File: src/rtl/burst_pick_pkg.sv
// Shared constants and types for the burst channel picker.
// Assumes the attached converter exposes exactly four result words per burst.
package burst_pick_pkg;
    localparam int NUM_READS = 4;
    localparam int IDX_W     = $clog2(NUM_READS);

    typedef enum logic [1:0] {
        PH_IDLE = 2'd0,
        PH_LOW  = 2'd1,
        PH_GAP  = 2'd2
    } strobe_phase_t;
endpackage

File: src/rtl/irq_edge_sync.sv
// Brings the asynchronous active-low interrupt into the clock domain and
// flags its falling edge for one cycle.
// Assumes SYNC_STAGES >= 2 and that irq_n idles high out of reset.
module irq_edge_sync #(
    parameter int SYNC_STAGES = 2
) (
    input  logic clk,
    input  logic rst_n,
    input  logic irq_n,
    output logic fall
);
    logic [SYNC_STAGES-1:0] chain;
    logic                   last_q;

    // Shift the raw line through the synchronizer and keep one extra copy.
    always_ff @(posedge clk) begin
        if (!rst_n) begin
            chain  <= '1;
            last_q <= 1'b1;
        end else begin
            chain[0] <= irq_n;
            for (int i = 1; i < SYNC_STAGES; i++) begin
                chain[i] <= chain[i-1];
            end
            last_q <= chain[SYNC_STAGES-1];
        end
    end

    // High for one cycle when the synchronized line goes from 1 to 0.
    always_comb begin
        fall = last_q & ~chain[SYNC_STAGES-1];
    end


    fall_single_chk: assert property (@(posedge clk) disable iff (!rst_n)
        fall |=> !fall);
endmodule

File: src/rtl/read_strobe_seq.sv
// Issues four read strobes under chip select once started. Each strobe is
// low for LOW_CYC cycles and followed by GAP_CYC high cycles.
// Assumes LOW_CYC >= 1 and GAP_CYC >= 1. Start requests while busy are dropped.
module read_strobe_seq
    import burst_pick_pkg::*;
#(
    parameter int LOW_CYC = 6,
    parameter int GAP_CYC = 9
) (
    input  logic             clk,
    input  logic             rst_n,
    input  logic             start,
    output logic             busy,
    output logic             slot_end,
    output logic [IDX_W-1:0] slot_idx,
    output logic             cs_n,
    output logic             rd_n
);
    localparam int CNT_MAX = (LOW_CYC > GAP_CYC) ? LOW_CYC : GAP_CYC;
    localparam int CNT_W   = (CNT_MAX > 1) ? $clog2(CNT_MAX) : 1;
    localparam logic [CNT_W-1:0] LOW_LAST = CNT_W'(LOW_CYC - 1);
    localparam logic [CNT_W-1:0] GAP_LAST = CNT_W'(GAP_CYC - 1);
    localparam logic [IDX_W-1:0] IDX_LAST = IDX_W'(NUM_READS - 1);

    strobe_phase_t    ph, ph_nxt;
    logic [CNT_W-1:0] cnt, cnt_nxt;
    logic [IDX_W-1:0] idx, idx_nxt;

    // Next-state decode for the phase, in-phase counter and pulse index.
    always_comb begin
        ph_nxt  = ph;
        cnt_nxt = cnt;
        idx_nxt = idx;
        case (ph)
            PH_IDLE: begin
                if (start) begin
                    ph_nxt  = PH_LOW;
                    cnt_nxt = '0;
                    idx_nxt = '0;
                end
            end
            PH_LOW: begin
                if (cnt == LOW_LAST) begin
                    ph_nxt  = PH_GAP;
                    cnt_nxt = '0;
                end else begin
                    cnt_nxt = cnt + 1'b1;
                end
            end
            PH_GAP: begin
                if (cnt == GAP_LAST) begin
                    cnt_nxt = '0;
                    if (idx == IDX_LAST) begin
                        ph_nxt = PH_IDLE;
                    end else begin
                        ph_nxt  = PH_LOW;
                        idx_nxt = idx + 1'b1;
                    end
                end else begin
                    cnt_nxt = cnt + 1'b1;
                end
            end
            default: ph_nxt = PH_IDLE;
        endcase
    end

    // State registers.
    always_ff @(posedge clk) begin
        if (!rst_n) begin
            ph  <= PH_IDLE;
            cnt <= '0;
            idx <= '0;
        end else begin
            ph  <= ph_nxt;
            cnt <= cnt_nxt;
            idx <= idx_nxt;
        end
    end

    // Strobe outputs straight from flops, decoded from the next state.
    always_ff @(posedge clk) begin
        if (!rst_n) begin
            cs_n <= 1'b1;
            rd_n <= 1'b1;
        end else begin
            cs_n <= (ph_nxt == PH_IDLE);
            rd_n <= (ph_nxt != PH_LOW);
        end
    end

    // Status seen by the capture logic.
    always_comb begin
        busy     = (ph != PH_IDLE);
        slot_end = (ph == PH_LOW) && (cnt == LOW_LAST);
        slot_idx = idx;
    end


    strobe_under_select_chk: assert property (@(posedge clk) disable iff (!rst_n)
        !rd_n |-> !cs_n);

    gap_high_chk: assert property (@(posedge clk) disable iff (!rst_n)
        (ph == PH_GAP) |-> rd_n);

    idx_step_chk: assert property (@(posedge clk) disable iff (!rst_n)
        (ph == PH_GAP && cnt == GAP_LAST && idx != IDX_LAST)
            |=> (ph == PH_LOW && idx == IDX_W'($past(idx) + 1'b1)));

    burst_close_chk: assert property (@(posedge clk) disable iff (!rst_n)
        (ph == PH_GAP && cnt == GAP_LAST && idx == IDX_LAST) |=> cs_n);

    no_restart_chk: assert property (@(posedge clk) disable iff (!rst_n)
        (ph == PH_LOW && start && cnt != LOW_LAST)
            |=> (ph == PH_LOW && idx == $past(idx)));
endmodule

File: src/rtl/word_capture.sv
// Latches the selector at burst start and stores the data word at the end of
// the matching read-low phase, pulsing a one-cycle update flag.
// Assumes slot_end is high for one cycle per read pulse.
module word_capture
    import burst_pick_pkg::*;
#(
    parameter int DATA_W = 12
) (
    input  logic              clk,
    input  logic              rst_n,
    input  logic              arm,
    input  logic              busy,
    input  logic [IDX_W-1:0]  sel,
    input  logic              slot_end,
    input  logic [IDX_W-1:0]  slot_idx,
    input  logic [DATA_W-1:0] rd_data,
    output logic [DATA_W-1:0] held_word,
    output logic              fresh
);
    logic [IDX_W-1:0] sel_q;
    logic             take;

    // Capture happens on the last low cycle of the chosen pulse.
    always_comb begin
        take = slot_end && (slot_idx == sel_q);
    end

    // Freeze the selector when a burst is accepted.
    always_ff @(posedge clk) begin
        if (!rst_n) begin
            sel_q <= '0;
        end else if (arm) begin
            sel_q <= sel;
        end
    end

    // Holding register and its update flag.
    always_ff @(posedge clk) begin
        if (!rst_n) begin
            held_word <= '0;
            fresh     <= 1'b0;
        end else begin
            fresh <= take;
            if (take) begin
                held_word <= rd_data;
            end
        end
    end


    fresh_pulse_chk: assert property (@(posedge clk) disable iff (!rst_n)
        fresh |=> !fresh);

    held_quiet_chk: assert property (@(posedge clk) disable iff (!rst_n)
        !$stable(held_word) |-> fresh);

    sel_frozen_chk: assert property (@(posedge clk) disable iff (!rst_n)
        (busy && $past(busy)) |-> $stable(sel_q));
endmodule

File: src/rtl/burst_pick.sv
// Top of the burst channel picker. An interrupt falling edge triggers four
// read strobes and captures the word at the selected read position.
// Assumes the converter drives valid data by the last cycle of each read-low phase.
module burst_pick
    import burst_pick_pkg::*;
#(
    parameter int DATA_W      = 12,
    parameter int LOW_CYC     = 6,
    parameter int GAP_CYC     = 9,
    parameter int SYNC_STAGES = 2
) (
    input  logic              clk,
    input  logic              rst_n,
    input  logic              irq_n,
    input  logic [1:0]        sel,
    input  logic [DATA_W-1:0] rd_data,
    output logic              cs_n,
    output logic              rd_n,
    output logic [DATA_W-1:0] held_word,
    output logic              fresh
);
    logic             fall;
    logic             busy;
    logic             arm;
    logic             slot_end;
    logic [IDX_W-1:0] slot_idx;

    irq_edge_sync #(.SYNC_STAGES(SYNC_STAGES)) u_sync (
        .clk   (clk),
        .rst_n (rst_n),
        .irq_n (irq_n),
        .fall  (fall)
    );

    // A burst is accepted only when the sequencer is idle.
    always_comb begin
        arm = fall && !busy;
    end

    read_strobe_seq #(.LOW_CYC(LOW_CYC), .GAP_CYC(GAP_CYC)) u_seq (
        .clk      (clk),
        .rst_n    (rst_n),
        .start    (fall),
        .busy     (busy),
        .slot_end (slot_end),
        .slot_idx (slot_idx),
        .cs_n     (cs_n),
        .rd_n     (rd_n)
    );

    word_capture #(.DATA_W(DATA_W)) u_cap (
        .clk       (clk),
        .rst_n     (rst_n),
        .arm       (arm),
        .busy      (busy),
        .sel       (IDX_W'(sel)),
        .slot_end  (slot_end),
        .slot_idx  (slot_idx),
        .rd_data   (rd_data),
        .held_word (held_word),
        .fresh     (fresh)
    );


    fresh_in_burst_chk: assert property (@(posedge clk) disable iff (!rst_n)
        fresh |-> $past(!cs_n));
endmodule

File: config.mk
export PLATFORM = sky130hd
export DESIGN_NAME = burst_pick
export DESIGN_NICKNAME = d
export VERILOG_FILES = /design/src/rtl/burst_pick_pkg.sv /design/src/rtl/irq_edge_sync.sv /design/src/rtl/read_strobe_seq.sv /design/src/rtl/word_capture.sv /design/src/rtl/burst_pick.sv
export SDC_FILE = /design/constraint.sdc
export NUM_CORES = 1
export LEC_CHECK = 0
export BUFFER_PORTS_ARGS = -buffer_cell sky130_fd_sc_hd__buf_2
export CORE_UTILIZATION = 58
export CTS_BUF_LIST = sky130_fd_sc_hd__clkbuf_4
export DETAILED_ROUTE_END_ITERATION = 6
export GPL_TIMING_DRIVEN = 0
export PLACE_DENSITY_LB_ADDON = 0.3
export RECOVER_POWER = 25
export SYNTH_ARGS = -nofsm -noshare
export SYNTH_HDL_FRONTEND = slang
export SYNTH_SLANG_ARGS = --single-unit
File: constraint.sdc
create_clock -name clk -period 4.6 [get_ports clk]
set_clock_uncertainty 0.1 [all_clocks]
set_input_delay 0 -clock clk [delete_from_list [all_inputs] [get_ports clk]]
set_output_delay 0 -clock clk [all_outputs]
set_load 0.005 [all_outputs]
==> impl_metrics.csv, run 1 <==
group,metric,value,unit
pwr,power_density,236,mW/mm^2
pwr,peakVddDrop,170,uV
yosys,synth_compound_area_frac,0.0624,
critical_path,reg2regPathDepth,6,
yosys,synthFlopType,"dfxtp_1",
run,cap_violations,0,
drt,routed_wl,3130,um
layout,area_delta_synth_final,29.4,%
floorplanning,rows,16,
yosys,synth_xor_area_frac,0.0137,
sta,worstMarginPinSlew,467,ps
clock_tree,clk_pin_slew_worst_paths,140,ps
clock_tree,cts_sinks,28,
sta,finalSetupViolCount,0,
pwr,leakagePower,0.693,nW
yosys,synth_cell_types,32,
critical_path,cp-end-kind,"flip-flop",
drt,first_iter_violations,16,
floorplanning,pin_count,32,
yosys,yosysTopAreaCellShare,0.437,
clock_tree,htreeDepth,1,
yosys,synth_area_leaders,"dfxtp_1 (44%), mux2i_1 (11%), ha_1 (7.8%)",
yosys,synth-simple-area-share,0.260,
placement,hpwl,2010,um
sta,final-max-slew-violation-count,0,
critical_path,path_max_fanout,10,
worst_hold_path,hp-class,"reg2reg",
sta,min_period,2040,ps
sta,grt_setup_unrepaired,"no",
yosys,synth_nets,156,
global_route,overflow,0,
drt,drtAntennaViolNets,0,
clock_tree,post_cts_buffers,0,
yosys,synth-seq-cells,28,
critical_path,cp_slowest_cell,"dfxtp_1",
floorplanning,die_area,0.00240,sq mm
layout,fillCellCount,115,
sta,fin_crit_sh,0.444,
clock_tree,cts-root-buf,"clkbuf_4",
critical_path,startpoint_type,"flip-flop",
drt,drc,0,
floorplanning,die_h,49.0,um
worst_hold_path,hold_depth,1,
status,outcome,"complete, no violations",
yosys,async_flop_share,0,
floorplanning,core_region_area,0.00202,sq mm
critical_path,cp_cell_sequence,"ha_1 > nand4b_1 > nor3_2 > buf_6 > mux2i_1 > nor2_1",
clock_tree,numCtsBuffers,3,
yosys,synth_fa_ha_area_frac,0.0780,
clock_tree,insertion_delay,330,ps
sta,fin_setup_tns,0,ps
drt,viasPerCell,5.54,
layout,multi_input_area,672,sq um
layout,final_cell_mix,"buf_2 (28), dfxtp_1 (28), dlygate4sd3_1 (17), nor2_1 (15), mux2i_1 (14)",
yosys,seq_area_frac_synth,0.437,
placement,gp_congestion,0.752,
critical_path,critPathKind,"reg2reg",
sta,fmax,490,MHz
global_route,antenna_found_initial,0,
drt,avgRoutedWirePerCell,15.0,um
critical_path,arrival,2160,ps
placement,port_buffers,30,
clock_tree,clock_tree.buffer_depth,2,
global_route,grt_pass1_wl,5140,um
sta,final_hold_viol_count,0,
global_route,grt_max_degree,16,
drt,via_count,1158,
yosys,synth_edf_count,0,
sta,relSlewSlack,0.689,
yosys,synth_top_cell_by_area,"dfxtp_1",
yosys,synthCells,131,
global_route,grt_pass1_vias,1179,
layout,drive_above_1_share,0.203,
pwr,finalPower,0.000392,W
yosys,synth_top_family_by_area,"simple AND/OR/NAND/NOR gates",
yosys,syn_area_per_cell,9.79,sq um
yosys,synth.cell_area,0.00128,sq mm
global_route,grt_util_all_layers,0.286,
yosys,synth_warnings,0,
layout,regArea,561,sq um
drt,drt_first_pass_iters,4,
clock_tree,cts_tree,"done",
floorplanning,start_util,0.634,
critical_path,critPathMaxStageDelay,440,ps
layout,nets,208,
floorplanning,fp.dieW,49.0,um
critical_path,crit_required,4720,ps
layout,antenna_cells,0,
yosys,synthMuxAreaShare,0.109,
## layer usage
layer  up-vias  GRT usage  share of wire
met5         -          0              0
met4         0      0.142          0.025
met3         8     0.0374          0.022
met2        24      0.532           0.53
met1       563      0.316           0.42
li1        563          -              -
## worst max-delay path, delay by kind of cell, from the launching register on
family        cells  cell delay, ps
mux               1             230
fa+ha+maj         1             250
buf+inv           1             230
simple gates      3             680
flops             1             440
## cells by family after synthesis
kind of cell,count (synthesis)
mux,14
fa+ha+maj,8
buf+inv,11
simple gates,55
flops,28
xor+xnor,2
compound gates,13
## cells in the mapped netlist (all sizes together), types with 2 or more instances
master,n
mux2i,14
inv,6
xor2,2
nand4b,2
a31oi,2
clkbuf,3
nand3b,4
nand2,9
and4bb,2
ha,8
nand3,9
nor2b,2
nor4,2
a21oi,5
nor2,15
buf,2
nand2b,4
dfxtp,28
## final timing paths
check,startpoint,endpoint,slack [ps]
max,u_seq.ph[0],u_cap.held_word[2],2560
min,u_sync.chain[0],u_sync.chain[1],330
max reg2reg,u_seq.ph[0],u_cap.held_word[2],2560
min reg2reg,u_sync.chain[0],u_sync.chain[1],330
## cell type report
cell class	count	area share
multi-input combinational	92	0.405
sequential	28	0.338
timing repair buffer	47	0.192
tap	27	0.0204
buffer	5	0.0158
clock buffer	3	0.0136
inverter	6	0.0136
clock inverter	1	0.00226
## power by group
part / internal, W / switching (W)
Combinational: 0.0000226 / 0.0000198
Clock: 0.0000319 / 0.0000695
Sequential: 0.000246 / 0.00000184
Total: 0.000300 / 0.0000912
## registers in the layout (all words and copies together) (netlist names)
signal,cells
u_seq.rd_n,1
u_cap.held_word,12
u_cap.fresh,1
u_sync.last_q,1
u_seq.cs_n,1
u_sync.chain,2
u_seq.ph,2
u_seq.cnt,4
u_cap.sel_q,2
u_seq.slot_idx,2
## timing repair
item	4_1_cts	5_1_grt
hold buffers	17	0
hold endpoints to repair	21	0
setup endpoints to repair	0	0
gates resized for setup	0	0
## per-stage QoR
| step | instance area [sq um] | cells | util | setup WS, ps | hold WS (ps) |
|---|---|---|---|---|---|
| finish | 1660 | 209 | 0.821 | 2560 | 334 |
| floorplan | 1280 | 131 | - | 2840 | 1.47 |
| global route | 1660 | 209 | 0.821 | 2440 | 362 |
| CTS | 1660 | 209 | 0.822 | 2630 | 322 |
| global placement | 1470 | 188 | 0.725 | 2730 | 78.4 |
| detailed placement | 1470 | 188 | 0.725 | 2660 | 103 |
Power figures use the tool's default switching activity.
==> inputs of run 2 (changes only) <==
--- a/config.mk
+++ b/config.mk
@@ -6,7 +6,7 @@
 export NUM_CORES = 1
 export LEC_CHECK = 0
 export BUFFER_PORTS_ARGS = -buffer_cell sky130_fd_sc_hd__buf_2
-export CORE_UTILIZATION = 58
+export CORE_UTILIZATION = 49
 export CTS_BUF_LIST = sky130_fd_sc_hd__clkbuf_4
 export DETAILED_ROUTE_END_ITERATION = 6
 export GPL_TIMING_DRIVEN = 0
==> constraint.sdc (replaced) <==
create_clock -name clk -period 1.7 [get_ports clk]
set_clock_uncertainty 0.1 [all_clocks]
set_input_delay 0 -clock clk [delete_from_list [all_inputs] [get_ports clk]]
set_output_delay 0 -clock clk [all_outputs]
set_load 0.005 [all_outputs]
==> run 2 against run 1 <==
Critical path depth unchanged. Register-to-register slack got worse by 2600 ps. Clock-buffer cell count unchanged. Global-route usage decreased by 5.0 points. Flip-flop and latch count unchanged. Die area increased by 18%. Clock power increased to 2.6 times the previous value. Critical endpoint is now u_seq.rd_n. The run now ends with setup timing left. Utilization decreased by 9.1 points. Total power increased to 2.7 times the previous value.
==> impl_metrics.csv, run 2 (synthesis gave the netlist of run 1 again) <==
group,metric,value,unit
global_route,antenna_found_initial,0,
drt,drc,0,
placement,port_buffers,30,
drt,via_count,1157,
drt,first_iter_violations,16,
sta,final_hold_viol_count,0,
pwr,peakVddDrop,405,uV
layout,largest_register_ffs,12,
critical_path,path_max_fanout,4,
sta,min_period,1730,ps
sta,final-max-slew-violation-count,0,
global_route,grt_pass1_wl,4730,um
floorplanning,rows,18,
pwr,p_int,0.000813,W
sta,postLayoutSetupSlackWorst,-25.0,ps
run,cap_violations,0,
clock_tree,insertion_delay,320,ps
placement,gp_congestion,0.785,
critical_path,cp_slowest_cell,"or4_4",
pwr,power.clock.fraction,0.250,
pwr,pwr-share-comb,0.117,
layout,final_cell_mix,"buf_2 (29), dfxtp_1 (24), dlygate4sd3_1 (17), nor2_1 (15), mux2i_1 (14)",
clock_tree,cts_sinks,28,
clock_tree,clock_tree.buffer_depth,2,
pwr,switching_share,0.230,
floorplanning,die_area,0.00283,sq mm
sta,fin_crit_sh,1.01,
drt,avgRoutedWirePerCell,13.7,um
pwr,leakagePower,0.742,nW
critical_path,crit_buf_inv,1,
sta,fmax,580,MHz
floorplanning,fp.dieW,53.2,um
sta,finalSetupViolCount,2,
layout,area_delta_synth_final,40.9,%
pwr,power_density,584,mW/mm^2
critical_path,cp-end-kind,"flip-flop",
drt,drtAntennaViolNets,0,
pwr,finalPower,0.00106,W
floorplanning,start_util,0.518,
global_route,grt_util_all_layers,0.236,
sta,worstMarginPinSlew,463,ps
global_route,grt_pass1_vias,1143,
critical_path,critPathMaxStageDelay,480,ps
critical_path,cp_cell_sequence,"inv_4 > ha_4 > and4bb_2 > or4_4 > nand3_2 > o31ai_1",
global_route,overflow,0,
layout,mostFrequentLayoutCell,"buf_2",
clock_tree,cts-root-buf,"clkbuf_4",
layout,nets,216,
placement,dp_cells,191,
sta,relSlewSlack,0.691,
pwr,p_sw,0.000243,W
status,violations,"setup timing",
floorplanning,core_region_area,0.00248,sq mm
drt,routed_wl,3000,um
worst_hold_path,hold_depth,1,
layout,drive_above_1_share,0.349,
critical_path,startpoint_type,"flip-flop",
critical_path,cp_top_family,"simple AND/OR/NAND/NOR gates",
floorplanning,die_h,53.2,um
floorplanning,pin_count,32,
layout,antenna_cells,0,
critical_path,critPathKind,"reg2reg",
layout,reg.largest.list,"u_cap.held_word: 12 flops, u_seq.cnt: 4 flops",
worst_hold_path,hp-class,"reg2reg",
clock_tree,clk_pin_slew_worst_paths,140,ps
clock_tree,htreeDepth,1,
clock_tree,cts_tree,"done",
clock_tree,numCtsBuffers,3,
pwr,seqPwrFrac,0.633,
placement,hpwl,1930,um
drt,viasPerCell,5.28,
critical_path,arrival,1840,ps
drt,drt_first_pass_iters,5,
critical_path,reg2regPathDepth,6,
sta,grt_setup_unrepaired,"yes",
status,outcome,"finished, violations left",
critical_path,crit_required,1810,ps
layout,layoutNonFillerInstCount,219,
critical_path,reg2reg_slack,-30,ps
critical_path,path_depth,6,
layout,top_register,"u_cap.held_word",
global_route,grt_max_degree,15,
==> run 2: changes by cell type in the layout (fill, tap and decap cells not counted), sizes merged <==
| cell | change |
|---|---|
| buf | +10 |
| clkbuf | -2 |
| clkinv | -1 |
==> run 2: routing by layer <==
| metal | share of wire | up-vias | track usage |
|---|---|---|---|
| met5 | 0 | - | 0 |
| met4 | 0.013 | 0 | 0.0965 |
| met3 | 0.042 | 5 | 0.0374 |
| met2 | 0.53 | 30 | 0.447 |
| met1 | 0.41 | 548 | 0.256 |
| li1 | - | 574 | - |
==> run 2: power groups by stage <==
| stage | Clock, W | Combinational (W) | Sequential (W) |
|---|---|---|---|
| 3_3_place_gp | 0 | 0.0000780 | 0.000685 |
| 4_1_cts | 0.000278 | 0.000117 | 0.000668 |
| 5_1_grt | 0.000300 | 0.000135 | 0.000670 |
| 6_report | 0.000264 | 0.000124 | 0.000668 |
| 2_1_floorplan | 0 | 0.0000489 | 0.000684 |
| 3_5_place_dp | 0 | 0.0000806 | 0.000685 |
==> run 2: final timing paths <==
check	startpoint	endpoint
max reg2reg	u_seq.ph[0]	u_seq.rd_n
min	u_sync.chain[0]	u_sync.chain[1]
min reg2reg	u_sync.chain[0]	u_sync.chain[1]
max	u_seq.ph[0]	u_seq.rd_n
==> run 2: metrics by stage <==
stage | utilization | hold WS (ps) | cell area, sq um | TNS [ps] | worst slack (ps)
final | 0.729 | 332 | 1810 | -27.8 | -25.0
after global routing | 0.729 | 358 | 1810 | -940 | -80.2
after global placement | 0.600 | 78.5 | 1490 | -1500 | -133
after detailed placement | 0.600 | 91.3 | 1490 | -2210 | -196
after floorplan | - | 1.47 | 1300 | -3.99 | -3.99
after CTS | 0.720 | 338 | 1780 | -9.09 | -9.09
==> run 2: layout make-up <==
type | count | area [sq um]
clock buffer | 3 | 22.5
buffer | 4 | 23.8
sequential | 28 | 573
fill | 177 | 671
inverter | 6 | 27.5
timing repair buffer | 56 | 393
multi-input combinational | 92 | 729
tap | 30 | 37.5
==> run 2: what timing repair did <==
action	CTS	global route
hold endpoints to repair	21	0
gates resized for setup	18	9
endpoints found under the setup margin	19	20
hold buffers	17	0
pin swaps	7	8
cloned	1	0
buffers inserted	7	1
